<file path="config.mk">
export PLATFORM = sky130hd
export DESIGN_NAME = smm_window_decoder
export DESIGN_NICKNAME = d
export VERILOG_FILES = /design/src/rtl/smmdec_pkg.sv /design/src/rtl/smmdec_cfg.sv /design/src/rtl/smmdec_window.sv /design/src/rtl/smmdec_route.sv /design/src/rtl/smm_window_decoder.sv
export SDC_FILE = /design/constraint.sdc
export NUM_CORES = 1
export LEC_CHECK = 0
export BUFFER_PORTS_ARGS = -buffer_cell sky130_fd_sc_hd__buf_4
export CELL_PAD_IN_SITES_DETAIL_PLACEMENT = 1
export CELL_PAD_IN_SITES_GLOBAL_PLACEMENT = 1
export CORE_MARGIN = 8
export CORE_UTILIZATION = 42
export CTS_BUF_LIST = sky130_fd_sc_hd__clkbuf_2
export DETAILED_ROUTE_END_ITERATION = 16
export PLACE_DENSITY = 0.8
export SYNTH_ARGS = -nofsm -noshare
export SYNTH_HDL_FRONTEND = slang
export SYNTH_HIERARCHICAL = 1
export SYNTH_SLANG_ARGS = --single-unit
</file>
<file path="constraint.sdc">
create_clock -name clk -period 3.6 [get_ports clk]
set_input_delay 0.18 -clock clk [delete_from_list [all_inputs] [get_ports clk]]
set_output_delay 0.18 -clock clk [all_outputs]
set_load 0.005 [all_outputs]
</file>
<file path="src/rtl/smmdec_pkg.sv">
package smmdec_pkg;

    typedef enum logic [1:0] {
        WIN_NONE = 2'd0,
        WIN_LOW  = 2'd1,
        WIN_HIGH = 2'd2,
        WIN_SEG  = 2'd3
    } win_e;

    localparam logic [1:0] SEG_SEL_1M  = 2'b00;
    localparam logic [1:0] SEG_SEL_2M  = 2'b01;
    localparam logic [1:0] SEG_SEL_8M  = 2'b10;
    localparam logic [1:0] SEG_SEL_RSV = 2'b11;

    localparam int SEG_SHIFT_1M = 20;
    localparam int SEG_SHIFT_2M = 21;
    localparam int SEG_SHIFT_8M = 23;

endpackage

</file>
<file path="src/rtl/smmdec_cfg.sv">
module smmdec_cfg
    import smmdec_pkg::*;
#(
    parameter int AW = 32
) (
    input  logic          clk,
    input  logic          rst_n,
    input  logic          req_valid,
    input  logic          cfg_low_en,
    input  logic          cfg_high_en,
    input  logic          cfg_seg_en,
    input  logic          cfg_open,
    input  logic          cfg_close,
    input  logic [AW-1:0] cfg_tolm,
    input  logic [AW-1:0] cfg_stolen,
    input  logic [1:0]    cfg_seg_sel,
    output logic          low_en,
    output logic          high_en,
    output logic          seg_ok,
    output logic [AW-1:0] seg_base,
    output logic [AW-1:0] seg_top,
    output logic          open_eff,
    output logic          close_eff,
    output logic          cfg_err
);

    typedef struct packed {
        logic          low_en;
        logic          high_en;
        logic          seg_ok;
        logic [AW-1:0] seg_base;
        logic [AW-1:0] seg_top;
        logic          open_eff;
        logic          close_eff;
        logic          err;
    } shadow_t;

    shadow_t sh_d, sh_q;

    logic [AW:0]   top_wide;
    logic [AW:0]   base_wide;
    logic [AW-1:0] seg_size;
    logic          size_legal;

    always_comb begin
        seg_size   = '0;
        size_legal = 1'b1;
        case (cfg_seg_sel)
            SEG_SEL_1M: seg_size[SEG_SHIFT_1M] = 1'b1;
            SEG_SEL_2M: seg_size[SEG_SHIFT_2M] = 1'b1;
            SEG_SEL_8M: seg_size[SEG_SHIFT_8M] = 1'b1;
            default:    size_legal = 1'b0;
        endcase
    end

    always_comb begin
        top_wide  = {1'b0, cfg_tolm} - {1'b0, cfg_stolen};
        base_wide = {1'b0, top_wide[AW-1:0]} - {1'b0, seg_size};

        sh_d = sh_q;
        if (!req_valid) begin
            sh_d.low_en    = cfg_low_en;
            sh_d.high_en   = cfg_high_en;
            sh_d.seg_ok    = cfg_seg_en && size_legal && !top_wide[AW] && !base_wide[AW];
            sh_d.seg_top   = top_wide[AW-1:0];
            sh_d.seg_base  = base_wide[AW-1:0];
            sh_d.err       = cfg_open && cfg_close;
            sh_d.open_eff  = cfg_open && !cfg_close;
            sh_d.close_eff = cfg_close;
        end
    end

    always_ff @(posedge clk or negedge rst_n) begin
        if (!rst_n) sh_q <= '0;
        else        sh_q <= sh_d;
    end

    assign low_en    = sh_q.low_en;
    assign high_en   = sh_q.high_en;
    assign seg_ok    = sh_q.seg_ok;
    assign seg_base  = sh_q.seg_base;
    assign seg_top   = sh_q.seg_top;
    assign open_eff  = sh_q.open_eff;
    assign close_eff = sh_q.close_eff;
    assign cfg_err   = sh_q.err;

    // an illegal pair sampled in an idle cycle raises the error flag
    p_err_set_r5: assert property (@(posedge clk) disable iff (!rst_n)
        (!req_valid && cfg_open && cfg_close) |=> (cfg_err && !open_eff && close_eff));

    // a legal pair sampled in an idle cycle clears it
    p_err_clr_r5: assert property (@(posedge clk) disable iff (!rst_n)
        (!req_valid && !(cfg_open && cfg_close)) |=> !cfg_err);

    // shadow state never moves while a request is strobed
    p_cfg_hold_r10: assert property (@(posedge clk) disable iff (!rst_n)
        req_valid |=> ($stable(cfg_err) && $stable(seg_base) && $stable(low_en)));

endmodule

</file>
<file path="src/rtl/smmdec_window.sv">
module smmdec_window
    import smmdec_pkg::*;
#(
    parameter int            AW        = 32,
    parameter logic [AW-1:0] LOW_FIRST  = 32'h000A_0000,
    parameter logic [AW-1:0] LOW_LAST   = 32'h000B_FFFF,
    parameter logic [AW-1:0] HIGH_FIRST = 32'hFEDA_0000,
    parameter logic [AW-1:0] HIGH_LAST  = 32'hFEDB_FFFF
) (
    input  logic [AW-1:0] addr,
    input  logic          low_en,
    input  logic          high_en,
    input  logic          seg_ok,
    input  logic [AW-1:0] seg_base,
    input  logic [AW-1:0] seg_top,
    output win_e          win
);

    localparam int NFIX = 2;
    localparam logic [AW-1:0] FIX_FIRST [NFIX] = '{LOW_FIRST, HIGH_FIRST};
    localparam logic [AW-1:0] FIX_LAST  [NFIX] = '{LOW_LAST,  HIGH_LAST};

    logic [NFIX-1:0] fix_en;
    logic [NFIX-1:0] fix_hit;
    logic            seg_hit;

    assign fix_en = {high_en, low_en};

    for (genvar gi = 0; gi < NFIX; gi++) begin : g_fixed
        assign fix_hit[gi] = fix_en[gi] &&
                             (addr >= FIX_FIRST[gi]) &&
                             (addr <= FIX_LAST[gi]);
    end

    assign seg_hit = seg_ok && (addr >= seg_base) && (addr < seg_top);

    // fixed windows take priority over the computed segment
    always_comb begin
        if (fix_hit[0])      win = WIN_LOW;
        else if (fix_hit[1]) win = WIN_HIGH;
        else if (seg_hit)    win = WIN_SEG;
        else                 win = WIN_NONE;
    end

endmodule

</file>
<file path="src/rtl/smmdec_route.sv">
module smmdec_route
    import smmdec_pkg::*;
#(
    parameter int            AW       = 32,
    parameter logic [AW-1:0] HIGH_OFS = 32'hFED0_0000
) (
    input  win_e          win,
    input  logic [AW-1:0] addr,
    input  logic          smm,
    input  logic          code,
    input  logic          open_eff,
    input  logic          close_eff,
    output logic [AW-1:0] out_addr,
    output logic          to_dram,
    output logic          blocked
);

    logic reach;
    logic data_shut;

    assign reach     = smm || open_eff;
    assign data_shut = close_eff && !code;

    always_comb begin
        out_addr = addr;
        to_dram  = 1'b0;
        blocked  = 1'b0;
        case (win)
            WIN_LOW: begin
                to_dram = reach && !data_shut;
            end
            WIN_HIGH: begin
                if (reach && !data_shut) begin
                    to_dram  = 1'b1;
                    out_addr = addr - HIGH_OFS;
                end else begin
                    blocked = 1'b1;
                end
            end
            WIN_SEG: begin
                to_dram = reach;
                blocked = !reach;
            end
            default: begin
                to_dram = 1'b0;
            end
        endcase
    end

endmodule

</file>
<file path="src/rtl/smm_window_decoder.sv">
module smm_window_decoder
    import smmdec_pkg::*;
#(
    parameter int            AW         = 32,
    parameter logic [AW-1:0] LOW_FIRST  = 32'h000A_0000,
    parameter logic [AW-1:0] LOW_LAST   = 32'h000B_FFFF,
    parameter logic [AW-1:0] HIGH_FIRST = 32'hFEDA_0000,
    parameter logic [AW-1:0] HIGH_LAST  = 32'hFEDB_FFFF
) (
    input  logic          clk,
    input  logic          rst_n,
    input  logic          req_valid,
    input  logic [AW-1:0] req_addr,
    input  logic          req_smm,
    input  logic          req_code,
    input  logic          cfg_low_en,
    input  logic          cfg_high_en,
    input  logic          cfg_seg_en,
    input  logic          cfg_open,
    input  logic          cfg_close,
    input  logic [AW-1:0] cfg_tolm,
    input  logic [AW-1:0] cfg_stolen,
    input  logic [1:0]    cfg_seg_sel,
    output logic          rsp_valid,
    output logic [AW-1:0] rsp_addr,
    output logic          rsp_dram,
    output logic          rsp_blocked,
    output logic          cfg_err
);

    localparam logic [AW-1:0] HIGH_OFS = HIGH_FIRST - LOW_FIRST;

    typedef struct packed {
        logic          valid;
        logic [AW-1:0] addr;
        logic          dram;
        logic          blocked;
    } rsp_t;

    rsp_t rsp_d, rsp_q;

    logic          sh_low_en, sh_high_en, sh_seg_ok;
    logic [AW-1:0] sh_seg_base, sh_seg_top;
    logic          sh_open, sh_close;
    win_e          win;
    logic [AW-1:0] rt_addr;
    logic          rt_dram, rt_blocked;

    smmdec_cfg #(.AW(AW)) u_cfg (
        .clk        (clk),
        .rst_n      (rst_n),
        .req_valid  (req_valid),
        .cfg_low_en (cfg_low_en),
        .cfg_high_en(cfg_high_en),
        .cfg_seg_en (cfg_seg_en),
        .cfg_open   (cfg_open),
        .cfg_close  (cfg_close),
        .cfg_tolm   (cfg_tolm),
        .cfg_stolen (cfg_stolen),
        .cfg_seg_sel(cfg_seg_sel),
        .low_en     (sh_low_en),
        .high_en    (sh_high_en),
        .seg_ok     (sh_seg_ok),
        .seg_base   (sh_seg_base),
        .seg_top    (sh_seg_top),
        .open_eff   (sh_open),
        .close_eff  (sh_close),
        .cfg_err    (cfg_err)
    );

    smmdec_window #(
        .AW(AW), .LOW_FIRST(LOW_FIRST), .LOW_LAST(LOW_LAST),
        .HIGH_FIRST(HIGH_FIRST), .HIGH_LAST(HIGH_LAST)
    ) u_window (
        .addr    (req_addr),
        .low_en  (sh_low_en),
        .high_en (sh_high_en),
        .seg_ok  (sh_seg_ok),
        .seg_base(sh_seg_base),
        .seg_top (sh_seg_top),
        .win     (win)
    );

    smmdec_route #(.AW(AW), .HIGH_OFS(HIGH_OFS)) u_route (
        .win      (win),
        .addr     (req_addr),
        .smm      (req_smm),
        .code     (req_code),
        .open_eff (sh_open),
        .close_eff(sh_close),
        .out_addr (rt_addr),
        .to_dram  (rt_dram),
        .blocked  (rt_blocked)
    );

    always_comb begin
        rsp_d       = rsp_q;
        rsp_d.valid = req_valid;
        if (req_valid) begin
            rsp_d.addr    = rt_addr;
            rsp_d.dram    = rt_dram;
            rsp_d.blocked = rt_blocked;
        end
    end

    always_ff @(posedge clk or negedge rst_n) begin
        if (!rst_n) rsp_q <= '0;
        else        rsp_q <= rsp_d;
    end

    assign rsp_valid   = rsp_q.valid;
    assign rsp_addr    = rsp_q.addr;
    assign rsp_dram    = rsp_q.dram;
    assign rsp_blocked = rsp_q.blocked;

    p_excl_r12: assert property (@(posedge clk) disable iff (!rst_n)
        !(rsp_dram && rsp_blocked));

    p_lat_r10: assert property (@(posedge clk) disable iff (!rst_n)
        req_valid |=> rsp_valid);

    p_idle_r10: assert property (@(posedge clk) disable iff (!rst_n)
        !req_valid |=> (!rsp_valid && $stable(rsp_addr) && $stable(rsp_dram)
                        && $stable(rsp_blocked)));

    p_miss_r9: assert property (@(posedge clk) disable iff (!rst_n)
        (req_valid && win == WIN_NONE) |=>
            (rsp_addr == $past(req_addr) && !rsp_dram && !rsp_blocked));

    p_deny_r8: assert property (@(posedge clk) disable iff (!rst_n)
        (req_valid && !req_smm && !sh_open) |=> !rsp_dram);

    p_noalias_r3: assert property (@(posedge clk) disable iff (!rst_n)
        rsp_dram |-> !((rsp_addr >= HIGH_FIRST) && (rsp_addr <= HIGH_LAST)));

endmodule

</file>
==> key figures <==
Run status
  • Status: completed

Critical path
  • CP peak stage delay: between 0.5 and 0.6 ns
  • Critical Path End Type: flop
  • Crit path kind: input pin to flop
  • Top cell by count, worst path: a21oi_2
  • R2R Path End: rsp_addr[31]
  • CP cell instances: dlygate4sd3_1, ha_1, nand3b_1, a21oi_2, o2111ai_2, a21oi_2, a31oi_2, nor2_1, nor2_1, xor2_1, inv_1, ha_1, a21oi_2, nand4b_1, and3_4, a211o_1, buf_6, o211ai_1, o311ai_1
  • Slowest CP cell: dlygate4sd3_1
  • CP max FO: 6
  • Reg-to-reg critical path startpoint: u_cfg/seg_base[9]
  • CP Data Required Time: between 4 and 5 ns
  • Worst Setup Start Kind: input pin
  • Critical Path AT: roughly 3.9 ns
  • R2r setup slk: 0.14 ns
  • FF-to-FF path depth: 15

Layout
  • Layout cells sized above 1: approximately 29%
  • Most common cell after layout, fill and taps aside: buf_4
  • P&R area growth vs syn: 26.5%
  • Final Cell Area: slightly above 10000 um2
  • # fillers: 2167
  • Final net count: ~1300
  • Most frequent cells in the layout: buf_4, inv_1, ha_1, nand2_1, dfrtp_1

Synth
  • Count of cell types in the netlist: between 80 and 90
  • Synth warn: 6
  • Syn Nets: 1127
  • Top_reg_cell synth: dfrtp_1
  • Post-synth EDFFs: 0
  • Cell count after synthesis: 915
  • #FFs+latches synth: 85
  • Fraction of registers with async set/reset: between 90% and 100%
  • Syn avg cell area: just under 9 um2
  • Seq/Total Area, Yosys: between 20% and 30%
  • Mapped cell area: between 7000 and 8000 um2
  • Top area cells in the synthesized netlist: dfrtp_1, ha_1, mux2_4
  • Post-synth top area share: 26.6%
  • Leading area contributor after synthesis: dfrtp_1

Placed design
  • Hpwl dp: roughly 19000 um
  • Routability cong.: 0.865
  • Post-Place Cell Area: about 9400 um2
  • IO buf count: 143

Min path
  • Critical hold path startpoint: req_addr[21]
  • Hold Crit Class: input pin to flop
  • Hold depth: 4
  • Worst Hold Path EP: rsp_addr[21]

Run
  • Max cap viols: 0

CTS
  • Total CTS buffers: 9
  • Reg clk slew, reported paths: roughly 0.25 ns
  • Max Buffers Root-to-Sink: 2
  • Clock latency at the later pin of the worst-skew pair: approximately 0.57 ns
  • H-Tree Depth: 3
  • Clock Sinks: between 80 and 90
  • CTS tree: done
  • Root Driver: clkbuf_2

Drt
  • DR pass1 iterations: 5
  • Routed wire length: between 20000 and 25000 um
  • DR vias/cell: approximately 5.5
  • Initial DRC Count: about 280
  • Antenna Nets Post-Route: 0
  • Per-cell routed wire length: about 18 um
  • DRC viols: 0
  • Routed via count: approximately 7400

GRT
  • First-pass GRT wire length: between 40000 and 50000 um
  • Grt total ovfl: 0
  • Tot GR Track Use: between 20% and 30%
  • Vias in the first global route: between 7000 and 8000
  • Largest net degree at the start of global routing: 73
  • Initial antenna violation count: 2

STA
  • Tightest Pin Transition: roughly 0.94 ns
  • Total Neg Setup Slack: 0 ns
  • Post-route clock period utilization: 96.1%
  • Setup repair after global routing missed its margin: true
  • Layout Skew: ~0.025 ns
  • Hold Slack: approximately 0.071 ns
  • Final Max Tran Viols: 0
  • Fin crit period: between 3 and 4 ns
  • Slew headroom: 37.1%
  • Final Hold Viols: 0
  • Final setup viols: 0
  • Fmax: 289 MHz

Floorplanning
  • DIE HEIGHT: about 150 um
  • Core Area: roughly 19000 um2
  • Die area: 23700 um2
  • Initial Util: a little over two fifths
  • FP Rows: 50
  • Ports: around 140
  • Die width: 154 um

Power
  • Leak Pwr: about 5.0 nW
  • Peak VDD IR: 0.131 mV
  • PwrDens: roughly 330 nW/um2
-- registers in the layout, indices dropped and copies added, names as in the netlist --
name	cells
u_cfg/cfg_err	1
rsp_valid	1
u_cfg/seg_top	12
u_cfg/seg_ok	1
u_cfg/seg_base	32
rsp_dram	1
u_cfg/open_eff	1
rsp_addr	32
u_cfg/close_eff	1
rsp_blocked	1
u_cfg/high_en	1
u_cfg/low_en	1
-- routing by layer --
| layer | wire length (um) | up-vias | part of all wire [%] | GRT usage (%) |
|---|---|---|---|---|
| li1 | - | 3611 | - | - |
| met1 | 11600 | 3598 | 47 | 27.2 |
| met3 | 959 | 36 | 3.9 | 3.14 |
| met4 | 519 | 0 | 2.1 | 6.53 |
| met5 | 0 | - | 0 | 0 |
| met2 | 11600 | 169 | 47 | 34.0 |
-- layout make-up --
type                       count  area, um2  area share [%]
multi-input combinational    655       5220            51.6
sequential                    85       2130            21.0
timing repair buffer         243       1910            18.9
inverter                     116        435            4.31
tap                          234        293            2.90
clock inverter                 7       75.1           0.743
clock buffer                   9       45.0           0.446
antenna                        2       5.00          0.0495
-- report_power, final --
group	total, W	internal [W]	switching (W)
registers	0.00121	0.00110	0.000106
clock network	0.000518	0.000161	0.000357
logic	0.00165	0.000786	0.000859
total	0.00337	0.00205	0.00132
-- per-stage QoR --
step                cells  setup WS [ns]  util, %  total power, W
floorplan             915        0.00199        -         0.00218
global placement     1294         -0.120     50.5         0.00264
finish               1351          0.141     54.0         0.00337
detailed placement   1294         -0.307     50.5         0.00272
global route         1351        -0.0601     54.0         0.00362
CTS                  1342        0.00139     53.0         0.00329
-- synthesized netlist by cell type, drive strengths merged, types with 11 or more instances --
cell type  count
buf           46
a21o          20
nand2         90
nor2          40
a21oi         51
xnor2         25
inv          115
dfrtp         85
nor3          19
a211oi        11
nand4         30
o211ai        11
mux2          39
ha           102
clkbuf        13
nand3         20
o21ai         56
-- cell families after synthesis --
kind of cell,count (synthesis),synth area share [%]
xor gates and xnor gates,33,3.62
muxes,40,7.03
DFF,85,26.6
AOI/OAI and AO/OA,220,18.7
adders and majority gates,104,16.5
buffers and inverters,175,10.9
and+or+nand+nor,258,16.6
-- worst max-delay path, delay by kind of cell --
family	cells	cell delay (ns)
simple gates	5	0.65
buf+inv	3	0.79
compound gates	8	1.47
fa+ha+maj	2	0.58
xor+xnor	1	0.26
-- what timing repair did --
| item | 4_1_cts | 5_1_grt |
|---|---|---|
| cloned | 0 | 0 |
| buffers inserted | 0 | 8 |
| hold endpoints to repair | 101 | 0 |
| gates resized for setup | 4 | 27 |
| pin swaps | 1 | 35 |
| setup endpoints to repair | 6 | 21 |
| hold buffers | 32 | 0 |
-- worst max path at each step --
stage | from | slack (ns) | cells after the start | to
floorplan | cfg_stolen[6] | 0.002 | 18 | u_cfg/seg_base[27]
global placement | cfg_tolm[0] | -0.12 | 21 | u_cfg/seg_base[27]
detailed placement | cfg_tolm[0] | -0.31 | 21 | u_cfg/seg_base[27]
CTS | cfg_tolm[1] | 0.001 | 19 | u_cfg/seg_base[27]
global route | cfg_tolm[1] | -0.06 | 19 | u_cfg/seg_base[29]
finish | cfg_tolm[1] | 0.14 | 19 | u_cfg/seg_base[29]
Note: power is estimated with default switching activity, not from simulation.
